$ cat src/rtl/rxbd_pkg.sv
package rxbd_pkg;
  typedef enum logic [2:0] {
    ST_IDLE, ST_DESC0, ST_DESC1, ST_RECV, ST_DATA, ST_WB, ST_DROP
  } walk_st_t;

  // status bit positions inside the 16-bit descriptor status
  localparam int SB_EMPTY = 15;
  localparam int SB_WRAP  = 13;
  localparam int SB_LAST  = 11;
  localparam int SB_MISS  = 8;
  localparam int SB_BC    = 7;
  localparam int SB_MC    = 6;
  localparam int SB_LG    = 5;
  localparam int SB_NO    = 4;
  localparam int SB_CR    = 2;
  localparam int SB_OV    = 1;
  localparam int SB_TR    = 0;

  localparam int ACT_BIT = 24;
  localparam int EVT_BIT = 25;
  localparam int MFL_LSB = 16;
  localparam int MFL_W   = 14;

  localparam int RG_ACT  = 0;
  localparam int RG_BASE = 1;
  localparam int RG_BSZ  = 2;
  localparam int RG_CTL  = 3;
  localparam int RG_EVT  = 4;
  localparam int RG_MSK  = 5;

  typedef struct packed {
    logic miss;
    logic bc;
    logic mc;
    logic lg;
    logic no;
    logic cr;
    logic ov;
    logic tr;
  } rx_flags_t;

  function automatic logic [15:0] pack_status(logic wrap, rx_flags_t f);
    logic [15:0] s;
    s = '0;
    s[SB_WRAP] = wrap;
    s[SB_LAST] = 1'b1;
    s[SB_MISS] = f.miss;
    s[SB_BC]   = f.bc;
    s[SB_MC]   = f.mc & ~f.bc;
    s[SB_LG]   = f.lg;
    s[SB_NO]   = f.no;
    s[SB_CR]   = f.cr;
    s[SB_OV]   = f.ov;
    s[SB_TR]   = f.tr;
    return s;
  endfunction
endpackage

$ cat src/rtl/rxbd_regs.sv
module rxbd_regs
  import rxbd_pkg::*;
#(
  parameter int AW      = 32,
  parameter int LEN_W   = 16,
  parameter int RA_W    = 3,
  parameter int BSZ_RST = 1536,
  parameter int MFL_RST = 1522
) (
  input  logic             clk,
  input  logic             rst,
  input  logic             reg_we,
  input  logic [RA_W-1:0]  reg_addr,
  input  logic [31:0]      reg_wdata,
  input  logic             evt_set,
  output logic             act_set,
  output logic             base_load,
  output logic [AW-1:0]    ring_base,
  output logic [LEN_W-1:0] buf_size,
  output logic [MFL_W-1:0] max_fl,
  output logic             irq
);
  logic evt_q, msk_q;
  logic wr_act, wr_base, wr_bsz, wr_ctl, wr_evt, wr_msk;
  logic unused_bits;

  assign wr_act  = reg_we && (reg_addr == RA_W'(RG_ACT));
  assign wr_base = reg_we && (reg_addr == RA_W'(RG_BASE));
  assign wr_bsz  = reg_we && (reg_addr == RA_W'(RG_BSZ));
  assign wr_ctl  = reg_we && (reg_addr == RA_W'(RG_CTL));
  assign wr_evt  = reg_we && (reg_addr == RA_W'(RG_EVT));
  assign wr_msk  = reg_we && (reg_addr == RA_W'(RG_MSK));
  assign act_set = wr_act && reg_wdata[ACT_BIT];
  assign unused_bits = ^reg_wdata;

  always_ff @(posedge clk) begin
    if (rst) begin
      ring_base <= '0;
      buf_size  <= LEN_W'(BSZ_RST);
      max_fl    <= MFL_W'(MFL_RST);
      base_load <= 1'b0;
      evt_q     <= 1'b0;
      msk_q     <= 1'b0;
      irq       <= 1'b0;
    end else begin
      base_load <= wr_base;
      if (wr_base) ring_base <= reg_wdata[AW-1:0] & ~AW'(7);
      if (wr_bsz)  buf_size  <= {reg_wdata[LEN_W-1:4], 4'b0000};
      if (wr_ctl)  max_fl    <= reg_wdata[MFL_LSB +: MFL_W];
      if (wr_msk)  msk_q     <= reg_wdata[EVT_BIT];
      if (evt_set) evt_q <= 1'b1;
      else if (wr_evt && reg_wdata[EVT_BIT]) evt_q <= 1'b0;
      irq <= evt_q & msk_q;
    end
  end

  // event is sticky until software clears it
  a_r12_event_sticky: assert property (@(posedge clk) disable iff (rst)
    (evt_q && !wr_evt) |=> evt_q);
endmodule

$ cat src/rtl/rxbd_pack.sv
module rxbd_pack #(
  parameter int LANES = 4
) (
  input  logic               clk,
  input  logic               rst,
  input  logic               clr,
  input  logic               push,
  input  logic [7:0]         din,
  output logic [8*LANES-1:0] word,
  output logic               last_lane
);
  localparam int LW = (LANES > 1) ? $clog2(LANES) : 1;
  logic [LW-1:0] lane_q;

  assign last_lane = (lane_q == LW'(LANES-1));

  always_ff @(posedge clk) begin
    if (rst || clr) lane_q <= '0;
    else if (push) lane_q <= last_lane ? '0 : lane_q + LW'(1);
  end

  for (genvar g = 0; g < LANES; g++) begin : g_lane
    logic [7:0] b_q;
    always_ff @(posedge clk) begin
      if (rst || clr) b_q <= 8'h00;
      else if (push && lane_q == LW'(g)) b_q <= din;
    end
    assign word[8*g +: 8] = b_q;
  end
endmodule

$ cat src/rtl/rxbd_walker.sv
module rxbd_walker
  import rxbd_pkg::*;
#(
  parameter int AW    = 32,
  parameter int LEN_W = 16,
  parameter int CNT_W = 16
) (
  input  logic             clk,
  input  logic             rst,
  input  logic             act_set,
  input  logic             base_load,
  input  logic [AW-1:0]    ring_base,
  input  logic [LEN_W-1:0] buf_size,
  input  logic [MFL_W-1:0] max_fl,
  input  logic             rx_valid,
  input  logic [7:0]       rx_byte,
  input  logic             rx_eof,
  input  logic             rx_crc_err,
  input  logic             rx_align_err,
  input  logic             rx_overrun,
  output logic             rx_ready,
  output logic             mem_req,
  output logic             mem_we,
  output logic [AW-1:0]    mem_addr,
  output logic [31:0]      mem_wdata,
  input  logic [31:0]      mem_rdata,
  input  logic             mem_ack,
  output logic             evt_set,
  output logic [CNT_W-1:0] drop_cnt
);
  localparam int LANES = 4;

  walk_st_t      state;
  logic          active;
  logic [AW-1:0] cur_ptr, buf_wr;
  logic          wrap_q, eof_q;
  logic [LEN_W-1:0] scnt, fcnt;
  rx_flags_t     flg;
  logic          fire, store, need_wr, last_lane, pk_clr;
  logic [31:0]   pk_word;
  logic [15:0]   status;

  assign rx_ready = (state == ST_RECV) || (state == ST_DROP) ||
                    (state == ST_IDLE && !active);
  assign fire     = rx_valid && rx_ready;
  assign store    = (scnt < buf_size);
  assign need_wr  = store && (last_lane || rx_eof);
  assign pk_clr   = mem_ack && (state == ST_DATA || state == ST_DESC1);

  assign mem_req  = (state == ST_DESC0) || (state == ST_DESC1) ||
                    (state == ST_DATA)  || (state == ST_WB);
  assign mem_we   = (state == ST_DATA) || (state == ST_WB);
  assign status   = pack_status(wrap_q, flg);
  assign evt_set  = (state == ST_WB) && mem_ack;

  always_comb begin
    case (state)
      ST_DESC1: mem_addr = cur_ptr + AW'(4);
      ST_DATA:  mem_addr = buf_wr;
      default:  mem_addr = cur_ptr;
    endcase
    mem_wdata = (state == ST_WB) ? {status, 16'(scnt)} : pk_word;
  end

  rxbd_pack #(.LANES(LANES)) u_pack (
    .clk(clk), .rst(rst), .clr(pk_clr),
    .push(fire && state == ST_RECV && store), .din(rx_byte),
    .word(pk_word), .last_lane(last_lane)
  );

  always_ff @(posedge clk) begin
    if (rst) begin
      state    <= ST_IDLE;
      active   <= 1'b0;
      cur_ptr  <= '0;
      buf_wr   <= '0;
      wrap_q   <= 1'b0;
      eof_q    <= 1'b0;
      scnt     <= '0;
      fcnt     <= '0;
      flg      <= '0;
      drop_cnt <= '0;
    end else begin
      if (act_set) active <= 1'b1;
      if (base_load && !active) cur_ptr <= ring_base;
      case (state)
        ST_IDLE: begin
          if (active) state <= ST_DESC0;
          else if (fire) begin
            if (rx_eof) begin
              drop_cnt <= drop_cnt + CNT_W'(1);
              flg.miss <= 1'b1;
            end else state <= ST_DROP;
          end
        end
        ST_DROP: begin
          if (fire && rx_eof) begin
            drop_cnt <= drop_cnt + CNT_W'(1);
            flg.miss <= 1'b1;
            state    <= ST_IDLE;
          end
        end
        ST_DESC0: begin
          if (mem_ack) begin
            if (mem_rdata[16+SB_EMPTY]) begin
              wrap_q <= mem_rdata[16+SB_WRAP];
              state  <= ST_DESC1;
            end else begin
              if (!act_set) active <= 1'b0;
              state <= ST_IDLE;
            end
          end
        end
        ST_DESC1: begin
          if (mem_ack) begin
            buf_wr <= mem_rdata[AW-1:0];
            scnt   <= '0;
            fcnt   <= '0;
            eof_q  <= 1'b0;
            flg    <= '{miss: flg.miss, bc: 1'b1, default: 1'b0};
            state  <= ST_RECV;
          end
        end
        ST_RECV: begin
          if (fire) begin
            if (fcnt == '0) flg.mc <= rx_byte[0];
            if (fcnt < LEN_W'(6) && rx_byte != 8'hFF) flg.bc <= 1'b0;
            if (fcnt != '1) fcnt <= fcnt + LEN_W'(1);
            if (store) scnt <= scnt + LEN_W'(1);
            else flg.tr <= 1'b1;
            if (rx_eof) begin
              flg.lg <= (fcnt >= LEN_W'(max_fl));
              flg.no <= rx_align_err;
              flg.cr <= rx_crc_err;
              flg.ov <= rx_overrun;
              if (fcnt < LEN_W'(5)) flg.bc <= 1'b0;
            end
            if (need_wr) begin
              eof_q <= rx_eof;
              state <= ST_DATA;
            end else if (rx_eof) state <= ST_WB;
          end
        end
        ST_DATA: begin
          if (mem_ack) begin
            buf_wr <= buf_wr + AW'(4);
            state  <= eof_q ? ST_WB : ST_RECV;
          end
        end
        ST_WB: begin
          if (mem_ack) begin
            cur_ptr  <= wrap_q ? ring_base : cur_ptr + AW'(8);
            flg.miss <= 1'b0;
            state    <= ST_IDLE;
          end
        end
        default: state <= ST_IDLE;
      endcase
    end
  end

  // a pending request keeps its address and direction
  a_r13_req_hold: assert property (@(posedge clk) disable iff (rst)
    (mem_req && !mem_ack) |=> (mem_req && $stable(mem_addr) && $stable(mem_we)));
  // no byte is taken while the bus is busy
  a_r13_no_accept_busy: assert property (@(posedge clk) disable iff (rst)
    rx_ready |-> !mem_req);
  // a descriptor held by software stops the walk
  a_r3_stop_on_owned: assert property (@(posedge clk) disable iff (rst)
    (state == ST_DESC0 && mem_ack && !mem_rdata[16+SB_EMPTY] && !act_set)
      |=> (!active && !mem_req));
  // non-wrap descriptor advances by eight bytes
  a_r6_ptr_step: assert property (@(posedge clk) disable iff (rst)
    (state == ST_WB && mem_ack && !wrap_q) |=> (cur_ptr == $past(cur_ptr) + AW'(8)));
  // stored length never passes the buffer size
  a_r7_len_bound: assert property (@(posedge clk) disable iff (rst)
    (state == ST_WB) |-> (scnt <= buf_size));
endmodule

$ cat src/rtl/rxbd_engine.sv
module rxbd_engine
  import rxbd_pkg::*;
#(
  parameter int AW      = 32,
  parameter int LEN_W   = 16,
  parameter int CNT_W   = 16,
  parameter int RA_W    = 3,
  parameter int BSZ_RST = 1536,
  parameter int MFL_RST = 1522
) (
  input  logic             clk,
  input  logic             rst,
  input  logic             reg_we,
  input  logic [RA_W-1:0]  reg_addr,
  input  logic [31:0]      reg_wdata,
  input  logic             rx_valid,
  input  logic [7:0]       rx_byte,
  input  logic             rx_eof,
  input  logic             rx_crc_err,
  input  logic             rx_align_err,
  input  logic             rx_overrun,
  output logic             rx_ready,
  output logic             mem_req,
  output logic             mem_we,
  output logic [AW-1:0]    mem_addr,
  output logic [31:0]      mem_wdata,
  input  logic [31:0]      mem_rdata,
  input  logic             mem_ack,
  output logic             irq,
  output logic [CNT_W-1:0] drop_cnt
);
  logic             act_set, base_load, evt_set;
  logic [AW-1:0]    ring_base;
  logic [LEN_W-1:0] buf_size;
  logic [MFL_W-1:0] max_fl;

  rxbd_regs #(
    .AW(AW), .LEN_W(LEN_W), .RA_W(RA_W), .BSZ_RST(BSZ_RST), .MFL_RST(MFL_RST)
  ) u_regs (
    .clk(clk), .rst(rst), .reg_we(reg_we), .reg_addr(reg_addr),
    .reg_wdata(reg_wdata), .evt_set(evt_set), .act_set(act_set),
    .base_load(base_load), .ring_base(ring_base), .buf_size(buf_size),
    .max_fl(max_fl), .irq(irq)
  );

  rxbd_walker #(.AW(AW), .LEN_W(LEN_W), .CNT_W(CNT_W)) u_walk (
    .clk(clk), .rst(rst), .act_set(act_set), .base_load(base_load),
    .ring_base(ring_base), .buf_size(buf_size), .max_fl(max_fl),
    .rx_valid(rx_valid), .rx_byte(rx_byte), .rx_eof(rx_eof),
    .rx_crc_err(rx_crc_err), .rx_align_err(rx_align_err),
    .rx_overrun(rx_overrun), .rx_ready(rx_ready),
    .mem_req(mem_req), .mem_we(mem_we), .mem_addr(mem_addr),
    .mem_wdata(mem_wdata), .mem_rdata(mem_rdata), .mem_ack(mem_ack),
    .evt_set(evt_set), .drop_cnt(drop_cnt)
  );
endmodule

$ cat config.mk
export PLATFORM = sky130hd
export DESIGN_NAME = rxbd_engine
export DESIGN_NICKNAME = d
export VERILOG_FILES = /design/src/rtl/rxbd_pkg.sv /design/src/rtl/rxbd_regs.sv /design/src/rtl/rxbd_pack.sv /design/src/rtl/rxbd_walker.sv /design/src/rtl/rxbd_engine.sv
export SDC_FILE = /design/constraint.sdc
export NUM_CORES = 1
export LEC_CHECK = 0
export ABC_CLOCK_PERIOD_IN_PS = 3100
export BUFFER_PORTS_ARGS = -buffer_cell sky130_fd_sc_hd__buf_2
export CORE_MARGIN = 3
export CORE_UTILIZATION = 50
export DETAILED_ROUTE_END_ITERATION = 10
export PLACE_DENSITY = 0.75
export SKIP_CTS_REPAIR_TIMING = 1
export SLEW_MARGIN = 20
export SYNTH_ARGS = -nofsm -noshare
export SYNTH_HDL_FRONTEND = slang
export SYNTH_SLANG_ARGS = --single-unit
$ cat constraint.sdc
create_clock -name clk -period 3.1 [get_ports clk]
set_clock_uncertainty 0.1 [all_clocks]
set_input_delay 0.155 -clock clk [delete_from_list [all_inputs] [get_ports clk]]
set_output_delay 0.155 -clock clk [all_outputs]
set_load 0.03 [all_outputs]
==> out/metrics.cfg <==
[outcome]
status=complete, but fails checks
violations=hold timing

[clock_network]
htreeDepth=1
cts_buffer_depth=3
cts_tree=built
clock_sinks=219
clk_pin_slew_worst_paths_ps=60
clock_latency_ps=530
cts_buffers=25
cts_root_buf=clkbuf_16

[drt]
remaining_drc_errors=0
ant_nets=0
avgRoutedWirePerCell_um=17.41
drt-pass1-iter-count=5
vias=12190
viasPerCell=5.836
first_iter_violations=1051
wirelength_um=36340

[worst_setup_path]
cp-start-kind=register
critPathCaptureType=output port
cp_cell_sequence=nand4_1, or4_4, nor2_4, nand2_2, or4_1, nand4_1, clkbuf_4
worstSetupPathType=reg -> out
cp_common_cell=nand4_1
startpoint=u_walk.cur_ptr[10]
cp_max_fo=9
crit_slowest_cell=or4_4
r2r_start=u_walk.buf_wr[3]
critPathArrivalTime_ps=2780
cp.required_ps=2840
path_buf_inv=1
critPathMaxStageDelay_ps=610
cp_top_family=simple AND/OR/NAND/NOR gates

[cells_and_area]
diodes=0
mostFrequentLayoutCell=nand2_1
drive_above_1_share_pct=16.90
nets=1876
final_area_sq_mm=0.01469
area_growth_pct=22.73
final_core_util_pct=63.74
layout_common_cells=nand2_1 (249), dfxtp_1 (209), nor2_1 (180)
final_cells=2088

[global_route]
grt_pass1_vias=10880
grt_usage_pct=26.07
antenna_found_initial=0
grt_first_pass_wirelength_um=56720
overflow=0
grt_max_degree=71

[power]
ir_drop_v=0.0004154
p_per_area_mw_per_mm2=567.5
p_leak_nw=6.073

[yosys]
syn_nets=1676
syn_avg_cell_area_sq_um=7.695
synth_area_leaders=dfxtp_1 (37%), nand2_1 (7.8%), nor2_1 (5.7%)
synth_top_area_share_pct=36.62
async_flop_share_pct=0
syn_inst=1556
ys_seq_elements=219
netlist_area_sq_mm=0.01197
yosysSeqAreaShare_pct=36.62
synth_cell_types=76
synth_flop_cell=dfxtp_1
synth_edf_count=0
yosysTopAreaCell=dfxtp_1
yosysWarnings=0

[die]
die-area_sq_mm=0.02584
io-pin-count=168
die_x_um=160.7
core-area_sq_mm=0.02305
dieHeight_um=160.7
num_rows=55
start_util_pct=51.93

[worst_hold_path]
hold_class=in -> reg
hp-start=mem_rdata[19]

[timing]
relSlewSlack_pct=49.68
max_freq_mhz=329.4
hold_violations=5
fin_crit_ps=3035
fin_crit_sh_pct=97.92
timing.final.ws_setup_ps=64.62
tightest_slew_ps=754.8
tns_ps=0
report.final.slew_viol_count=0
whs_ps=-22.19
finalSetupViolations=0

[placed_design]
placed_cell_area_sq_mm=0.01305
gp_congestion=0.9177
dp_hpwl_um=25510
dp.cells=1969
portBuffers=164
dpl_worst_slack_ps=408.1

[flow_run]
drv_cap=0

[state kept, by name, indices dropped and copies added, names as in the netlist]
name and count:
u_walk.flg 8, u_walk.drop_cnt 16, u_walk.u_pack.lane_q 2, u_walk.state 3, u_regs.max_fl 14, u_walk.cur_ptr 32, u_walk.u_pack.g_lane.b_q 32, u_walk.buf_wr 32
u_regs.msk_q 1, u_walk.eof_q 1, u_regs.irq 1, u_regs.ring_base 29, u_regs.buf_size 12, u_walk.scnt 16, u_walk.wrap_q 1, u_walk.active 1
u_regs.evt_q 1, u_walk.fcnt 16, u_regs.base_load 1
[logic make-up after synthesis]
logic type | synth area share, %
AOI/OAI and AO/OA | 18.20
xor gates and xnor gates | 3.146
adders and majority gates | 3.762
buffers and inverters | 4.744
DFF | 36.62
muxes | 5.455
and+or+nand+nor | 28.07
[worst reg2reg max path, stage by stage (launching register included)]
cell     delay [ps]
dfxtp_1         510
ha_1            290
and4_4          300
nand3_4         140
or3_1           520
or3_1           340
or3_1           300
a31oi_1         120
[through the flow]
stage	total power, mW	hold slack, ps
6_report	8.339	-22.19
5_1_grt	8.706	20.01
4_1_cts	8.243	-245.0
3_5_place_dp	5.179	304.4
3_3_place_gp	5.150	299.9
2_1_floorplan	4.571	179.0
[metal layers]
metal / vias to the layer above / routed length [um] / global-route usage (%)
met2: 454 / 16710 / 41.77
met5: - / 0 / 0
li1: 5922 / - / -
met4: 0 / 752 / 6.492
met3: 70 / 2543 / 5.571
met1: 5740 / 16340 / 35.94
[report_power, final]
part           switching, mW  internal [mW]  total (mW)
clock                   1.20           1.88        3.08
sequential             0.277           3.01        3.29
combinational           1.27          0.701        1.97
[Yosys cell counts, types with 6 or more instances]
cell	n
a2111oi_0	10
a211oi_1	7
a21o_1	8
a21oi_1	133
a221o_1	8
a22oi_1	10
a31oi_1	10
and2_1	20
and3_1	21
and4_1	6
buf_1	10
buf_2	14
clkbuf_1	68
dfxtp_1	219
ha_1	36
inv_1	42
mux2_2	26
mux2i_1	36
nand2_1	250
nand2b_1	13
nand3_1	54
nand3b_1	11
nand4_1	36
nor2_1	182
nor2b_1	9
nor3_1	42
nor4_1	11
o211ai_1	17
o21a_1	7
o21ai_0	71
o21bai_1	7
o22ai_1	8
o311ai_0	9
o31ai_1	11
or3_1	14
or4_1	9
xnor2_1	15
xor2_1	28
[path summary, 6_finish.rpt]
| check | to | slack, ps | cells after the start |
|---|---|---|---|
| setup / recovery | mem_addr[26] | 60 | 7 |
| hold reg to reg | u_regs.ring_base[8] | 360 | 2 |
| hold / removal | u_walk.buf_wr[19] | -20 | 5 |
| setup reg to reg | u_walk.buf_wr[26] | 400 | 7 |
[layout make-up]
type | count | area (sq um)
Fill cell | 1987 | 8359
Multi-Input combinational cell | 1198 | 7068
Sequential cell | 219 | 4399
Timing Repair Buffer | 270 | 1822
Clock buffer | 38 | 734.5
Tap cell | 313 | 391.6
Inverter | 42 | 157.7
Clock inverter | 8 | 121.4
Power figures use the tool's default switching activity.
